--- config.mk ---
export PLATFORM = sky130hd
export DESIGN_NAME = sysreset_hub
export DESIGN_NICKNAME = d
export VERILOG_FILES = /design/src/rtl/rstc_pkg.sv /design/src/rtl/rstc_sync.sv /design/src/rtl/rstc_timeout.sv /design/src/rtl/rstc_cause.sv /design/src/rtl/sysreset_hub.sv
export SDC_FILE = /design/constraint.sdc
export NUM_CORES = 1
export LEC_CHECK = 0
export ABC_AREA = 1
export BUFFER_PORTS_ARGS = -buffer_cell sky130_fd_sc_hd__buf_2
export CAP_MARGIN = 20
export CORE_MARGIN = 1
export CORE_UTILIZATION = 30
export DETAILED_ROUTE_END_ITERATION = 10
export SLEW_MARGIN = 20
export SYNTH_ARGS = -nofsm -noshare
export SYNTH_HDL_FRONTEND = slang
export SYNTH_SLANG_ARGS = --single-unit
--- constraint.sdc ---
create_clock -name clk -period 3.86 [get_ports clk]
set_input_delay 0.386 -clock clk [delete_from_list [all_inputs] [get_ports clk]]
set_output_delay 0.386 -clock clk [all_outputs]
set_load 0.005 [all_outputs]
--- src/rtl/rstc_pkg.sv ---
// Shared source numbering for the reset controller.
// Assumes: the bit order is also the cause priority (lower index wins).
package rstc_pkg;
    localparam int NSRC    = 7;
    localparam int SRC_PWR = 0;
    localparam int SRC_PIN = 1;
    localparam int SRC_CNV = 2;
    localparam int SRC_SW  = 3;
    localparam int SRC_CMP = 4;
    localparam int SRC_MCD = 5;
    localparam int SRC_WDT = 6;
    typedef logic [NSRC-1:0] src_vec_t;
endpackage

--- src/rtl/rstc_sync.sv ---
// Two-flop synchroniser bank for asynchronous inputs.
// Assumes: each bit is independent; RST_VAL gives the idle level per bit.
module rstc_sync #(
    parameter int             W       = 3,
    parameter logic [W-1:0]   RST_VAL = '0
) (
    input  logic         clk,
    input  logic         rst_n,
    input  logic [W-1:0] d,
    output logic [W-1:0] q
);
    for (genvar i = 0; i < W; i++) begin : g_bit
        logic s1, s2;
        // Two-stage capture of one asynchronous bit.
        always_ff @(posedge clk) begin
            if (!rst_n) begin
                s1 <= RST_VAL[i];
                s2 <= RST_VAL[i];
            end else begin
                s1 <= d[i];
                s2 <= s1;
            end
        end
        assign q[i] = s2;
    end
endmodule

--- src/rtl/rstc_timeout.sv ---
// Supply reset timeout: reloads on every load request, counts down to zero.
// Assumes: power-on reset also loads the full count.
module rstc_timeout #(
    parameter int TIMEOUT = 200
) (
    input  logic clk,
    input  logic rst_n,
    input  logic load,
    output logic busy
);
    localparam int CW = $clog2(TIMEOUT + 1);
    localparam logic [CW-1:0] TOP = CW'(TIMEOUT);

    logic [CW-1:0] cnt;

    // Reload on request, otherwise count toward zero.
    always_ff @(posedge clk) begin
        if (!rst_n)          cnt <= TOP;
        else if (load)       cnt <= TOP;
        else if (cnt != '0)  cnt <= cnt - 1'b1;
    end

    assign busy = (cnt != '0);
endmodule

--- src/rtl/rstc_cause.sv ---
// Sticky reset cause register with priority selection.
// Assumes: req[0] is the power class; other bits are recorded only on entry.
module rstc_cause
    import rstc_pkg::*;
(
    input  logic     clk,
    input  logic     rst_n,
    input  src_vec_t req,
    input  logic     in_reset,
    output src_vec_t cause
);
    src_vec_t pick;

    // Isolate the lowest-numbered active request.
    always_comb pick = req & (~req + src_vec_t'(1));

    // Power class clears and sets bit 0; other events add one bit on entry.
    always_ff @(posedge clk) begin
        if (!rst_n)
            cause <= src_vec_t'(1);
        else if (req[SRC_PWR])
            cause <= src_vec_t'(1);
        else if (!in_reset && (req != '0))
            cause <= cause | pick;
    end
endmodule

--- src/rtl/sysreset_hub.sv ---
// Multi-source system reset controller.
// Merges seven reset request classes, stretches supply resets, drives the
// open-drain reset pin, tracks causes and sets the post-reset state of the
// port latch and watchdog. Assumes one clock domain; pin, convert-start and
// comparator inputs are asynchronous and synchronised here.
module sysreset_hub
    import rstc_pkg::*;
#(
    parameter int TIMEOUT_CYC = 200,
    parameter int PORT_W      = 8,
    parameter int WDT_SEL_W   = 2
) (
    input  logic                 clk,
    input  logic                 rst_n,
    input  logic                 supply_fail,
    input  logic                 sw_por,
    input  logic                 sw_reset,
    input  logic                 wdt_expire,
    input  logic                 mcd_event,
    input  logic                 pin_in,
    input  logic                 cnv_in,
    input  logic                 cmp_in,
    input  logic                 en_cnv,
    input  logic                 en_cmp,
    input  logic                 en_mcd,
    input  logic                 port_we,
    input  logic [PORT_W-1:0]    port_d,
    input  logic                 wdt_disable,
    input  logic                 wdt_sel_we,
    input  logic [WDT_SEL_W-1:0] wdt_sel_d,
    output logic                 sys_rst_n,
    output logic                 pin_oe,
    output logic                 core_start,
    output logic [NSRC-1:0]      cause,
    output logic [PORT_W-1:0]    port_latch,
    output logic                 wdt_en,
    output logic [WDT_SEL_W-1:0] wdt_sel
);
    localparam int NASYNC = 3;

    logic [NASYNC-1:0] async_raw, async_s;
    logic              mcd_q;
    logic              busy;
    logic              pwr_req;
    src_vec_t          req;
    logic              nxt_rst;
    logic              in_reset;

    assign async_raw = {cmp_in, cnv_in, pin_in};

    rstc_sync #(.W(NASYNC), .RST_VAL(3'b001)) u_sync (
        .clk   (clk),
        .rst_n (rst_n),
        .d     (async_raw),
        .q     (async_s)
    );

    // Edge memory for the one-shot missing-clock source.
    always_ff @(posedge clk) begin
        if (!rst_n) mcd_q <= 1'b0;
        else        mcd_q <= mcd_event;
    end

    assign pwr_req = supply_fail | sw_por;

    // Gate and collect all requests in priority order.
    always_comb begin
        req          = '0;
        req[SRC_PWR] = pwr_req;
        req[SRC_PIN] = ~async_s[0];
        req[SRC_CNV] = en_cnv & async_s[1];
        req[SRC_SW]  = sw_reset;
        req[SRC_CMP] = en_cmp & async_s[2];
        req[SRC_MCD] = en_mcd & mcd_event & ~mcd_q;
        req[SRC_WDT] = wdt_expire;
    end

    rstc_timeout #(.TIMEOUT(TIMEOUT_CYC)) u_tmo (
        .clk   (clk),
        .rst_n (rst_n),
        .load  (pwr_req),
        .busy  (busy)
    );

    assign nxt_rst = (req != '0) | busy;

    // Reset state register and release pulse.
    always_ff @(posedge clk) begin
        if (!rst_n) begin
            in_reset   <= 1'b1;
            core_start <= 1'b0;
        end else begin
            in_reset   <= nxt_rst;
            core_start <= in_reset & ~nxt_rst;
        end
    end

    rstc_cause u_cause (
        .clk      (clk),
        .rst_n    (rst_n),
        .req      (req),
        .in_reset (in_reset),
        .cause    (cause)
    );

    // Port latch: all ones while reset is held, else written by the core.
    always_ff @(posedge clk) begin
        if (!rst_n || nxt_rst) port_latch <= '1;
        else if (port_we)      port_latch <= port_d;
    end

    // Watchdog control: forced on at longest interval while reset is held.
    always_ff @(posedge clk) begin
        if (!rst_n || nxt_rst) begin
            wdt_en  <= 1'b1;
            wdt_sel <= '1;
        end else begin
            if (wdt_disable) wdt_en  <= 1'b0;
            if (wdt_sel_we)  wdt_sel <= wdt_sel_d;
        end
    end

    assign sys_rst_n = ~in_reset;
    assign pin_oe    = busy;
endmodule

# Word-level counts from Yosys, hierarchy flattened
# Cells that the tools add are included.
# Widths: inputs -> output; s select.
# totals
regBits	35
input_bits	26
out_inout_bits	21
wordCells	38
# op_classes
add_sub_neg	2
bitwise	15
reduce_logical	7
# ops
cell	n
$reduce_bool 8->1	1
$sub 8x1->8 const B	1
$add 7x1->7 const B	1
$and 7x7->7	1
$not 7->7	1
$or 7x7->7	1
$reduce_bool 7->1	1
$and 1x1->1	5
$not 1->1	5
$logic_not 1->1	2
$or 1x1->1	2
$reduce_or 2->1	1
$logic_and 1x1->1	1
$logic_or 1x1->1	1

# Longest topological paths before layout
# depth
depth_word	6
ltp_mapped	8
mapped_depth_nobuf	8

# Cells and area by module
# Synthesis repeated with hierarchy kept, for this count alone.
# hier_totals
cells_unflattened	212
area_unflattened_um2	1547.7
# modules_own_cells
module	n_inst	cells_per_inst	area_per_inst_um2	seq_area_each_um2
sysreset_hub	1	81	605.6	280.3
rstc_timeout	1	68	451.7	160.2
rstc_cause	1	42	302.8	140.1
rstc_sync	1	21	187.7	120.1

# Worst setup path after synthesis
# Ideal clock, no wire load.
# synth_path
kind	reg2reg
startpoint	reg u_tmo.cnt[0]
endpoint	reg port_latch[0]
setup_ns	0.126
arrival_ns	1.147
required_ns	3.734
path_slack_ns	2.587
stages_incl_launch_ff	9
path_buffers	1
synth_period_minus_slack_ns	1.273
cell_sequence	dfxtp_1 > inv_1 > ha_1 > nand3_1 > nor2_4 > inv_4 > nor2_4 > buf_6 > nand4_1
# synth_between
elab_chain_cells	3
# synth_rtl
element	line_no	text
start, declared	rstc_timeout.sv:14	logic [CW-1:0] cnt;
start signal, assigned	rstc_timeout.sv:20	else if (cnt != '0) cnt <= cnt - 1'b1;
$reduce_bool 8->1	rstc_timeout.sv:23	assign busy = (cnt != '0);
via pin_oe	sysreset_hub.sv:32	output logic pin_oe,
$or 1x1->1	sysreset_hub.sv:85	assign nxt_rst = (req != '0) | busy;
$logic_or 1x1->1	sysreset_hub.sv:108	if (!rst_n || nxt_rst) port_latch <= '1;
end signal, assigned	sysreset_hub.sv:109	else if (port_we) port_latch <= port_d;
end, declared	sysreset_hub.sv:35	output logic [PORT_W-1:0] port_latch,
# The timed path passes the listed nets, and every way through them passes these cells.
# A chain may end at the register's enable or synchronous reset.

# Final worst setup path
# layout_path
startpoint	reg u_tmo.cnt[0]
endpoint	out pin_oe
# layout_between
elab_chain_cells	1
# layout_rtl
element	line_no
$reduce_bool 8->1	rstc_timeout.sv:23
end, declared	sysreset_hub.sv:32
# No other way between the ends.

==> results.md <==
Status:
- The flow ran to the end, and the final reports show no timing, DRC or antenna violations.

Die:
- The chip width is 70.2 µm.
- The overall die height is 70.2 µm.
- The initial standard-cell utilization of the core is between 30% and 40%.
- The overall die area is 4930 µm².
- In this run the core area contains 24 standard-cell rows.
- The top-level port count is 47.
- The core region is 4410 µm².

Finish:
- The total of fill cells in the finished design is 460.
- The final-stage net count is 258.
- The finished cells cover 1770 µm².
- The library cells used most frequently in the layout, excluding fill and tap cells, are sky130_fd_sc_hd__buf_2 (46), sky130_fd_sc_hd__nand2_1 (45), sky130_fd_sc_hd__dfxtp_1 (35), sky130_fd_sc_hd__inv_1 (31), sky130_fd_sc_hd__nand4_1 (14).
- The repair_antennas step left the layout with diodes totalling 0.
- Leaving out fill and tap cells, the most frequent cell in the layout is sky130_fd_sc_hd__buf_2.
- The area growth from synthesis to layout is 26.7%.
- Cells fill 40.1% of the core in the end.
- Of the cells placed in the final design, the portion with a size suffix greater than 1 is 27.7%.

Synth:
- The post-synthesis net count is around 210.
- By area the synthesized netlist is led by sky130_fd_sc_hd__dfxtp_1 (50%), sky130_fd_sc_hd__nand2_1 (12%), sky130_fd_sc_hd__inv_1 (8.3%), sky130_fd_sc_hd__nand4_1 (6.3%), sky130_fd_sc_hd__a21oi_1 (3.9%).
- The gate count of the mapped netlist is 180.
- The top-area cell type share of the netlist area is 50.2%.
- The primary flip-flop cell chosen by synthesis mapping is sky130_fd_sc_hd__dfxtp_1.
- The synthesized design contains 0 enable-type register cells.
- The yosys synthesis warning count is 0.
- After Yosys synthesis, XOR and XNOR cells account for 0.627% of the synthesized area.
- For this run, asynchronously set or reset flops after synthesis account for 0%.
- Synthesis instantiated 22 different standard cells from the library.
- The fraction of the mapped netlist area in compound gates is 6.99%.
- Counting flops and latches in the post-synthesis netlist gives 35.
- The main combinational cell family by area after synthesis is simple AND/OR/NAND/NOR gates.
- The average instance in the mapped netlist occupies 7.76 µm².
- After Yosys synthesis, and, or, nand and nor cells account for between 20 and 30% of the synthesized area.
- The post-synthesis instance area is 1400 µm².
- The dominant cell type by area after synthesis is sky130_fd_sc_hd__dfxtp_1.
- After synthesis, flip-flops and latches occupy approximately 50% of the total area.
- The share of synthesized area spent on multiplexers is 0%.
- The adder-cell share of the synthesized area is between 1.5 and 2%.

Detailed routing:
- The number of nets with antenna violations after detailed routing is 0.
- The detailed-route wire length is 2.70 mm.
- The violation count after the first detailed-routing iteration is 45.
- The detailed-route vias per instance is 4.27.
- For this run, design rule violations remaining after detail routing come to 0.
- The first detailed-routing pass took 4 iterations.
- After detailed routing, the average wire length per cell comes to 9.54 µm.
- Across all layers, the routed design uses 1208 vias.

Placed design:
- Detailed placement finished with a half-perimeter wire length of 2.02 mm.
- The post-placement setup slack is 2.29 ns.
- The number of buffers inserted by port buffering is 46.
- The final estimated routing congestion in global placement is 0.780.
- The post-placement cell area is 1670 µm².

Timing:
- The worst path in the final design needs a cycle of 1.74 ns, including I/O delays and setup.
- Timing would allow up to 0.576 GHz.
- Final hold analysis gives a worst-case slack of 0.283 ns.
- Measured against its own limit, the worst slew margin works out to 74.7%.
- The setup TNS after final layout is 0 ns.
- Setup violations remaining at the end of the flow were counted as 0.
- The final critical path takes up 45.0% of the cycle.
- For the final database, setup skew stands at about 0.0051 ns.
- The max-slew violation total from the final report is 0.
- The smallest setup slack after layout is about 2.1 ns.
- Setup repair after global routing left no endpoint under its margin.
- The actual transition at the worst max-transition pin is around 0.38 ns.
- The hold violation count in the final report is 0.

Clock network:
- The clock net sink count is 35.
- The later-pin clock latency in the skew report is 0.28 ns.
- The register clock-pin slew on the reported worst setup and hold paths is 0.06 ns.
- The clock tree synthesis step divided the H-tree into 2 levels.
- The longest clock path from root to sink contains 2 buffers.
- The buffers inserted during post-CTS setup optimization is 0.
- The cell sitting at the root of the clock tree is a sky130_fd_sc_hd__clkbuf_8.
- The number of buffers created by CTS is 5.
- TritonCTS built the clock tree.
- The number of buffers added to fix hold violations after cts is 0.
- After clock tree synthesis, the repair step resized 0 gates.

GRT:
- Summed over all layers, the global routing overflow is 0.
- The maximum number of pins on one net before global-route repair is 13.
- The via count of the first global-routing pass is between 1000 and 1500.
- The initial antenna violation count is 0.
- The first global-routing pass estimated 4.92 mm of wire.
- The overall track demand over capacity in global routing is 12.6%.

Critical path:
- The nature of the critical path startpoint is a flip-flop.
- STA puts the critical path data required time at between 3 and 4 ns.
- The start-to-end type of the worst setup path is flip-flop to primary output.
- The arrival time at the worst endpoint is ~1.4 ns.
- Along the worst path, the maximum fanout reaches 7.
- The nature of the critical path endpoint is a primary output.

Job:
- The tool flagged a number of max-cap violations equal to 0.

Pwr:
- The standby leakage power is 0.875 nW.
- The total power per unit cell area is just under 400 nW/µm².
- The worst voltage drop across the vdd grid is 0.179 mV.

Min path:
- The path class of the tightest hold or removal check is input pin to flip-flop.
sequential cells by signal, summed over array words and instances (netlist names):
| name | count |
|---|---|
| wdt_en | 1 |
| core_start | 1 |
| in_reset | 1 |
| u_sync.g_bit.s1 | 3 |
| u_sync.g_bit.s2 | 3 |
| u_cause.cause | 7 |
| port_latch | 8 |
| u_tmo.cnt | 8 |
| wdt_sel | 2 |
| mcd_q | 1 |
final cells by class:
cell class | count | area [µm²] | area share (%)
clock buffers | 8 | 100 | 5.66
inverters | 34 | 130 | 7.36
multi-input cells | 108 | 543 | 30.7
flip-flops and latches | 35 | 701 | 39.6
well taps | 52 | 65.1 | 3.68
repair buffers | 46 | 230 | 13.0
per-layer routing:
metal | global-route usage, % | up-vias | share of wire (%)
li1 | - | 664 | -
met1 | 15.8 | 505 | 49
met2 | 19.2 | 33 | 43
met3 | 3.90 | 6 | 5.6
met4 | 6.67 | 0 | 2.0
met5 | 0 | - | 0
cell usage after synthesis, types with 2 or more instances:
master and count:
sky130_fd_sc_hd__nand2_1 45, sky130_fd_sc_hd__dfxtp_1 35, sky130_fd_sc_hd__inv_1 31, sky130_fd_sc_hd__nand4_1 14, sky130_fd_sc_hd__nor2_1 12, sky130_fd_sc_hd__a21oi_1 11
sky130_fd_sc_hd__o21ai_0 7, sky130_fd_sc_hd__nand3_1 5, sky130_fd_sc_hd__nor2_4 4, sky130_fd_sc_hd__or2_2 3, sky130_fd_sc_hd__ha_1 2
path summary, 6_finish.rpt:
path,endpoint,startpoint,slack (ns),cells past startpoint
worst min-delay path,u_sync.g_bit[2].s1$_SDFF_PN0_,cmp_in,0.28,3
worst max register to register,wdt_en$_SDFFE_PP1P_,u_tmo.cnt[0]$_SDFFE_PP0P_,2.42,7
worst max-delay path,pin_oe,u_tmo.cnt[0]$_SDFFE_PP0P_,2.12,6
worst min register to register,u_sync.g_bit[2].s2$_SDFF_PN0_,u_sync.g_bit[2].s1$_SDFF_PN0_,0.41,2
critical path: stages (launching register included):
cell                      delay, ns
sky130_fd_sc_hd__dfxtp_1       0.30
sky130_fd_sc_hd__inv_1         0.11
sky130_fd_sc_hd__ha_1          0.16
sky130_fd_sc_hd__nand3_1       0.12
sky130_fd_sc_hd__nor2_4        0.18
sky130_fd_sc_hd__inv_4         0.07
sky130_fd_sc_hd__buf_2         0.13
logic make-up (layout without fill, tap and decap cells):
family / Yosys count / after routing
AOI/OAI and AO/OA: 19 / 19
buffers and inverters: 37 / 88
adders and majority gates: 2 / 2
xor gates and xnor gates: 1 / 1
and+or+nand+nor: 86 / 86
DFF: 35 / 35
per-stage QoR:
| stage | power [mW] | std cells |
|---|---|---|
| floorplan | 0.405 | 180 |
| global placement | 0.423 | 275 |
| detailed placement | 0.424 | 275 |
| CTS | 0.710 | 283 |
| global route | 0.734 | 283 |
| finish | 0.699 | 283 |
where the power goes:
| group | switching (mW) | internal (mW) |
|---|---|---|
| clock | 0.120 | 0.163 |
| sequential | 0.00203 | 0.367 |
| combinational | 0.0278 | 0.0190 |
(Power assumes the default switching activity.)
